`src/rtl/vstat_pkg.sv`:
```
package vstat_pkg;
  // flag slots held in the generic flag bank
  typedef enum int unsigned {
    FL_IRQ  = 0,
    FL_COLL = 1,
    FL_HINT = 2
  } flag_slot_e;

  localparam int unsigned NUM_FLAGS = 3;
  localparam int unsigned BYTE_W    = 8;
  localparam int unsigned IDENT_W   = 3;

  // layout of the first status byte
  typedef struct packed {
    logic       irq;
    logic       fifth;
    logic       coll;
    logic [4:0] num;
  } sr0_t;
endpackage

```
`src/rtl/vstat_flag_bank.sv`:
```
module vstat_flag_bank #(
  parameter int unsigned N = 3
) (
  input  logic         clk,
  input  logic         rst,
  input  logic [N-1:0] set_i,
  input  logic [N-1:0] clr_i,
  output logic [N-1:0] q_o
);
  // set has priority over clear in every slot
  for (genvar g = 0; g < N; g++) begin : g_flag
    always_ff @(posedge clk) begin
      if (rst)           q_o[g] <= 1'b0;
      else if (set_i[g]) q_o[g] <= 1'b1;
      else if (clr_i[g]) q_o[g] <= 1'b0;
    end
  end
endmodule

```
`src/rtl/vstat_sprite_track.sv`:
```
module vstat_sprite_track #(
  parameter int unsigned IDX_W    = 5,
  parameter int unsigned HIT_W    = 3,
  parameter int unsigned FIFTH_AT = 5
) (
  input  logic             clk,
  input  logic             rst,
  input  logic             ev_valid,
  input  logic             ev_term,
  input  logic [IDX_W-1:0] ev_idx,
  input  logic [HIT_W-1:0] ev_hits,
  input  logic             line_start,
  input  logic             vblank,
  input  logic             clr,
  output logic             fifth_q,
  output logic [IDX_W-1:0] num_q
);
  localparam logic [HIT_W-1:0] LIMIT = HIT_W'(FIFTH_AT);

  logic real_ev;
  logic set_fifth;

  assign real_ev   = ev_valid & ~ev_term;
  assign set_fifth = real_ev & (ev_hits >= LIMIT) & ~fifth_q & ~vblank;

  always_ff @(posedge clk) begin
    if (rst) begin
      fifth_q <= 1'b0;
      num_q   <= '0;
    end else begin
      if (set_fifth)  fifth_q <= 1'b1;
      else if (clr)   fifth_q <= 1'b0;
      // number tracks only while no overflow is latched
      if (!fifth_q) begin
        if (real_ev)         num_q <= ev_idx;
        else if (line_start) num_q <= '0;
      end
    end
  end
endmodule

```
`src/rtl/vstat_ident.sv`:
```
module vstat_ident #(
  parameter int unsigned DEV_TYPE = 1,
  parameter int unsigned TYPE_W   = 3
) (
  input  logic       clk,
  input  logic       rst,
  input  logic       blank,
  input  logic       hflag,
  output logic [7:0] sr1
);
  localparam logic [TYPE_W-1:0] TYPE_CODE = TYPE_W'(DEV_TYPE);

  logic blank_q;

  always_ff @(posedge clk) begin
    if (rst) blank_q <= 1'b0;
    else     blank_q <= blank;
  end

  assign sr1 = {3'b111, TYPE_CODE, blank_q, hflag};
endmodule

```
`src/rtl/vdp_status_regs.sv`:
```
module vdp_status_regs
  import vstat_pkg::*;
#(
  parameter int unsigned NUM_SPR  = 32,
  parameter int unsigned HIT_W    = 3,
  parameter int unsigned FIFTH_AT = 5,
  parameter int unsigned SEL_W    = 4,
  parameter int unsigned SEL_SR0  = 0,
  parameter int unsigned SEL_SR1  = 1,
  parameter int unsigned DEV_TYPE = 1
) (
  input  logic                       clk,
  input  logic                       rst,
  input  logic                       ev_valid,
  input  logic                       ev_term,
  input  logic [$clog2(NUM_SPR)-1:0] ev_idx,
  input  logic [HIT_W-1:0]           ev_hits,
  input  logic                       line_start,
  input  logic                       coll,
  input  logic                       vblank,
  input  logic                       blank,
  input  logic                       hint,
  input  logic                       rd_stb,
  input  logic [SEL_W-1:0]           rd_sel,
  output logic [BYTE_W-1:0]          sr0,
  output logic [BYTE_W-1:0]          sr1
);
  localparam int unsigned IDX_W = $clog2(NUM_SPR);

  logic                 vb_q;
  logic                 rd0, rd1;
  logic [NUM_FLAGS-1:0] fl_set, fl_clr, fl_q;
  logic                 fifth_q;
  logic [IDX_W-1:0]     num_q;
  sr0_t                 sr0_s;

  assign rd0 = rd_stb & (rd_sel == SEL_W'(SEL_SR0));
  assign rd1 = rd_stb & (rd_sel == SEL_W'(SEL_SR1));

  always_ff @(posedge clk) begin
    if (rst) vb_q <= 1'b0;
    else     vb_q <= vblank;
  end

  always_comb begin
    fl_set          = '0;
    fl_clr          = '0;
    fl_set[FL_IRQ]  = vblank & ~vb_q;
    fl_clr[FL_IRQ]  = rd0;
    fl_set[FL_COLL] = coll;
    fl_clr[FL_COLL] = rd0;
    fl_set[FL_HINT] = hint;
    fl_clr[FL_HINT] = rd1;
  end

  vstat_flag_bank #(.N(NUM_FLAGS)) u_flags (
    .clk   (clk),
    .rst   (rst),
    .set_i (fl_set),
    .clr_i (fl_clr),
    .q_o   (fl_q)
  );

  vstat_sprite_track #(
    .IDX_W    (IDX_W),
    .HIT_W    (HIT_W),
    .FIFTH_AT (FIFTH_AT)
  ) u_track (
    .clk        (clk),
    .rst        (rst),
    .ev_valid   (ev_valid),
    .ev_term    (ev_term),
    .ev_idx     (ev_idx),
    .ev_hits    (ev_hits),
    .line_start (line_start),
    .vblank     (vblank),
    .clr        (rd0),
    .fifth_q    (fifth_q),
    .num_q      (num_q)
  );

  vstat_ident #(
    .DEV_TYPE (DEV_TYPE),
    .TYPE_W   (IDENT_W)
  ) u_ident (
    .clk   (clk),
    .rst   (rst),
    .blank (blank),
    .hflag (fl_q[FL_HINT]),
    .sr1   (sr1)
  );

  always_comb begin
    sr0_s.irq   = fl_q[FL_IRQ];
    sr0_s.fifth = fifth_q;
    sr0_s.coll  = fl_q[FL_COLL];
    sr0_s.num   = 5'(num_q);
  end
  assign sr0 = sr0_s;
endmodule

```
`config.mk`:
```
export PLATFORM = sky130hd
export DESIGN_NAME = vdp_status_regs
export DESIGN_NICKNAME = d
export VERILOG_FILES = /design/src/rtl/vstat_pkg.sv /design/src/rtl/vstat_flag_bank.sv /design/src/rtl/vstat_sprite_track.sv /design/src/rtl/vstat_ident.sv /design/src/rtl/vdp_status_regs.sv
export SDC_FILE = /design/constraint.sdc
export NUM_CORES = 1
export LEC_CHECK = 0
export BUFFER_PORTS_ARGS = -buffer_cell sky130_fd_sc_hd__buf_2
export CAP_MARGIN = 20
export CORE_MARGIN = 8
export CORE_UTILIZATION = 37
export CTS_CLUSTER_DIAMETER = 40
export DETAILED_ROUTE_END_ITERATION = 8
export HOLD_SLACK_MARGIN = 0.02
export PLACE_DENSITY = 0.76
export SKIP_LAST_GASP = 1
export SYNTH_ARGS = -nofsm -noshare
export SYNTH_HDL_FRONTEND = slang
export SYNTH_SLANG_ARGS = --single-unit
```
`constraint.sdc`:
```
create_clock -name clk -period 1.6 [get_ports clk]
set_clock_uncertainty 0.2 [all_clocks]
set_input_delay 0 -clock clk [delete_from_list [all_inputs] [get_ports clk]]
set_output_delay 0 -clock clk [all_outputs]
set_load 0.03 [all_outputs]
```
* Yosys cells after proc, flatten, opt, wreduce, memory -nomap -nowiden
Index checks and enable logic that the tools add are counted.
Operators by class: order comparisons 1, eq/ne operators 1, mux-type cells 8, bitwise operators 11, reductions and logical operators 7
Operators with widths (number):
- $mux 5 | 2
- $reduce_bool 2->1 | 5
- $and 1x1->1 | 7
- $mux 1 | 6
- $eq 4x1->1 const B | 1
- $logic_not 4->1 | 1
- $not 1->1 | 4
- $ge 3x3->1 const B | 1
- $reduce_and 2->1 | 1
Storage, ports and cells: register bits after elaboration 11, bits of input ports 22, output and inout bits 16

* Logic depth before layout (Yosys ltp)
depth after elaboration 6, gate-level depth with buffers 3, depth with buffers taken out 3

* By module
A second synthesis with hierarchy kept.
Second synthesis, totals: cells, all modules 50, area, all modules 538.0 µm²
Modules (own cells, without submodules):
- vstat_sprite_track | instances 1, cells an instance 19, area each 241.5 µm², sequential area each 120.1 µm²
- vstat_flag_bank | instances 1, cells an instance 12, area each 105.1 µm², sequential area each 60.1 µm²
- vstat_ident | instances 1, cells an instance 12, area each 101.3 µm², sequential area each 20.0 µm²
- vdp_status_regs | instances 1, cells an instance 7, area each 90.1 µm², sequential area each 20.0 µm²

* Worst setup path before layout
OpenSTA, ideal clock, no wires.
path kind register -> register, start reg u_track.fifth_q, end reg u_track.num_q[0], setup time 0.060 ns, arrival 0.863 ns, data required time 1.340 ns, setup slack 0.477 ns, stages on the path, launching flop included 4, path buffers 0, cells stage by stage dfxtp_1 -> or2b_1 -> o31ai_2 -> a22o_1
On the way: longest elaborated chain between the ends 2
Ends and longest elaborated chain:
- from (decl) | RTL line vstat_sprite_track.sv:15 | output logic fifth_q,
- from (signal assigned) | RTL line vstat_sprite_track.sv:28 | fifth_q <= 1'b0;
- from (signal assigned) | RTL line vstat_sprite_track.sv:31 | if (set_fifth) fifth_q <= 1'b1;
- from (signal assigned) | RTL line vstat_sprite_track.sv:32 | else if (clr) fifth_q <= 1'b0;
- $not 1->1
- $reduce_and 2->1 (no source line)
- to (signal assigned) | RTL line vstat_sprite_track.sv:35 | if (real_ev) num_q <= ev_idx;
- to (decl) | RTL line vstat_sprite_track.sv:16 | output logic [IDX_W-1:0] num_q
Every way passes these cells. A chain may end at the register's enable or synchronous reset.

* Final worst setup path
start in rst, end reg u_flags.q_o[1]
RTL lines:
- from (decl) | RTL line vdp_status_regs.sv:13 | input logic rst,
- to (signal, indexed assignment) | RTL line vstat_flag_bank.sv:13 | if (rst) q_o[g] <= 1'b0;
- to (signal, indexed assignment) | RTL line vstat_flag_bank.sv:14 | else if (set_i[g]) q_o[g] <= 1'b1;
- to (signal, indexed assignment) | RTL line vstat_flag_bank.sv:15 | else if (clr_i[g]) q_o[g] <= 1'b0;
- to (decl) | RTL line vstat_flag_bank.sv:8 | output logic [N-1:0] q_o
No word-level cell between the ends.

==> impl_metrics.toml <==
[place]
dp.cells = 86
port_buffers = 31
hpwl_um = 961
place_area_sq_um = 612
place_congestion = 0.724

[die]
fp.dieW_um = 52.4
pin_count = 38
die-area_sq_um = 2750
core_area_sq_um = 1270
initial_core_util = 0.387
fp.dieH_um = 52.4
fp-row-count = 13

[final_layout]
final_layout_size_suffix_gt1_frac = 0.435
diodes = 0
syn_to_final_growth_pct = 66.3
nNetsFinal = 115
fin_cells = 107
finalInstanceArea_sq_um = 816

[clocking]
worstSkewPairLatency_ns = 0.27
path_clk_slew_ns = 0.07
cts_sinks = 11
root_buffer = "clkbuf_4"
h-tree-depth = 1
numCtsBuffers = 3
clockBufferDepth = 2
cts_tree = "done"

[worst_setup_path]
path_depth = 5
r2r_slack_ns = 0.13
slowest_stage = "dlygate4sd3_1"
critPathRequiredTime_ns = 1.56
end_kind = "flip-flop"
crit_top_cell = "dlygate4sd3_1"
reg2regPathDepth = 3
cp_cell_sequence = "dlygate4sd3_1 > buf_6 > inv_1 > a22o_1 > dlygate4sd3_1"
worstReg2RegEnd = "u_flags.q_o[2]$_SDFFE_PP0P_"
critPathMaxFanout = 7
crit_path_max_incr_delay_ns = 0.55
worstSetupPathType = "in2reg"
crit_path_start_kind = "input pin"
arrival_ns = 1.53
crit_family = "buffers and inverters"
timing.rr.start = "u_flags.q_o[2]$_SDFFE_PP0P_"
path_buf_inv = 4

[power]
vdd.ir_drop.worst_mv = 0.470
p_comb_frac = 0.251
p_clk_frac = 0.291
powerDensity_nw_per_um2 = 793
swShare = 0.293
p_int_w = 0.000458
sequentialPowerShare = 0.458
power.switching_w = 0.000189
leakage_nw = 0.421

[status]
status = "complete, no violations"

[sta]
slew_viol_final = 0
tns_ns = 0
setup_violations = 0
finalHoldViolCount = 0
fin_crit_sh = 0.984
rsz0062_at_grt = "no"
period_needed_ns = 1.57
timing.hold.ws_ns = 0.0227
fmaxAchievable_ghz = 0.635

[global_route]
grt.overflow.total = 0
grt_pass1_wl_um = 2280
antenna_found_initial = 0
grt.total_usage = 0.116
grt_max_degree = 8
grt_pass1_vias = 524

[synth]
ys_ff_latch = 11
netlist_top_cells_area = "dfxtp_1 (45%), a22o_1 (14%), buf_4 (14%), nor4b_4 (4.8%), nor3b_2 (2.6%)"
netlist.area_leader.share = 0.449
yosysTopAreaCell = "dfxtp_1"
yosysWarnings = 0
synth_cell_types = 17
synth_seq_area_share = 0.449
synth.avg_cell_area_sq_um = 10.9
synth_cells = 45
synth_area_sq_um = 490

[route]
vias = 487
antenna_left = 0
first_pass_iters = 4
wl_per_cell_um = 14.7
drcViolationCount = 0
first_iter_violations = 8
routed_wl_um = 1580
viasPerCell = 4.55

[min_path]
min_path_type = "in2reg"
hold_depth = 4
worst_hold_path.endpoint = "u_track.fifth_q$_SDFFE_PP0P_"
min_from = "rd_sel[0]"

[flow_run]
cap_violations = 0
[logic make-up after synthesis]
kind of cell	count (synthesis)	share of synthesized area
AOI/OAI and AO/OA	12	0.217
buffers and inverters	12	0.161
DFF	11	0.449
other	2	0.0153
and+or+nand+nor	8	0.158
[layout make-up]
type | instances | area [sq um]
clock inverter | 1 | 5.00
fill | 105 | 453
tap | 15 | 18.8
timing repair buffer | 48 | 332
clock buffer | 3 | 22.5
sequential | 11 | 220
inverter | 3 | 11.3
multi-input combinational | 26 | 206
[sequential cells by signal, indices dropped and copies added, names as in the netlist]
name,flops
u_ident.blank_q,1
u_flags.q_o,3
u_track.fifth_q,1
u_track.num_q,5
vb_q,1
[placed cells by master (no fill, tap or decap)]
cell           Yosys  layout
or2b_1             1       1
nor2_1             1       1
a21boi_1           1       1
and2b_1            1       1
a21oi_2            1       1
inv_1              3       3
nor3b_1            1       1
o21a_1             1       1
dfxtp_1           11      11
nor2b_2            1       1
a22o_1             8       8
nor4b_4            1       1
o31ai_2            1       1
conb_1             2       6
clkbuf_4           0       3
dlygate4sd3_1      0      17
nor3b_2            1       1
clkinv_2           0       1
nor2b_1            1       1
buf_2              0      30
buf_6              0       1
[power groups by stage]
stage	clock (W)	sequential [W]	combinational (W)
2_1_floorplan	0	0.000321	0.0000714
3_3_place_gp	0	0.000301	0.000121
3_5_place_dp	0	0.000302	0.000122
4_1_cts	0.000194	0.000296	0.000157
5_1_grt	0.000209	0.000298	0.000171
6_report	0.000188	0.000296	0.000162
[per-layer routing]
metal  routed length (um)  up-vias  part of all wire  track usage
met5                    0        -                 0            0
met4                   26        0             0.017       0.0647
met3                  139        4             0.088       0.0511
met2                  944       19              0.60        0.229
met1                  464      230              0.29       0.0877
li1                     -      234                 -            -
[metrics by stage]
stage / setup WS, ns / utilization / power [W]
after floorplan: 0.477 / - / 0.000392
after global placement: 0.447 / 0.482 / 0.000422
after detailed placement: 0.396 / 0.482 / 0.000424
after CTS: 0.0143 / 0.638 / 0.000647
after global routing: 0.00540 / 0.643 / 0.000678
final: 0.0258 / 0.643 / 0.000647
[worst reg2reg max path, cell delays in order (launching register included)]
cell and delay, ns:
dfxtp_1 0.31, a21boi_1 0.12, o21a_1 0.17, dlygate4sd3_1 0.56
[repair_timing]
action,CTS,global route
setup buffers,0,0
hold buffers,17,0
hold endpoints to repair,11,0
resized for setup,0,3
endpoints found under the setup margin,0,2
[cells in the mapped netlist]
cell type / n
dfxtp_1: 11
buf_4: 9
a22o_1: 8
inv_1: 3
conb_1: 2
a21boi_1: 1
a21oi_2: 1
and2b_1: 1
nor2_1: 1
nor2b_1: 1
nor2b_2: 1
nor3b_1: 1
nor3b_2: 1
nor4b_4: 1
o21a_1: 1
o31ai_2: 1
or2b_1: 1
[worst max path at each step]
stage / start / end / slack [ns]
final: rst / u_flags.q_o[1]$_SDFFE_PP0P_ / 0.03
after floorplan: u_track.fifth_q$_SDFFE_PP0P_ / u_track.num_q[0]$_SDFFE_PP0P_ / 0.48
after global placement: u_track.fifth_q$_SDFFE_PP0P_ / u_track.num_q[3]$_SDFFE_PP0P_ / 0.45
after global routing: vblank / u_flags.q_o[0]$_SDFFE_PP0P_ / 0.005
after CTS: rst / u_flags.q_o[1]$_SDFFE_PP0P_ / 0.01
after detailed placement: u_track.fifth_q$_SDFFE_PP0P_ / u_track.num_q[3]$_SDFFE_PP0P_ / 0.40
No activity file was read; power rests on OpenSTA's default activity.
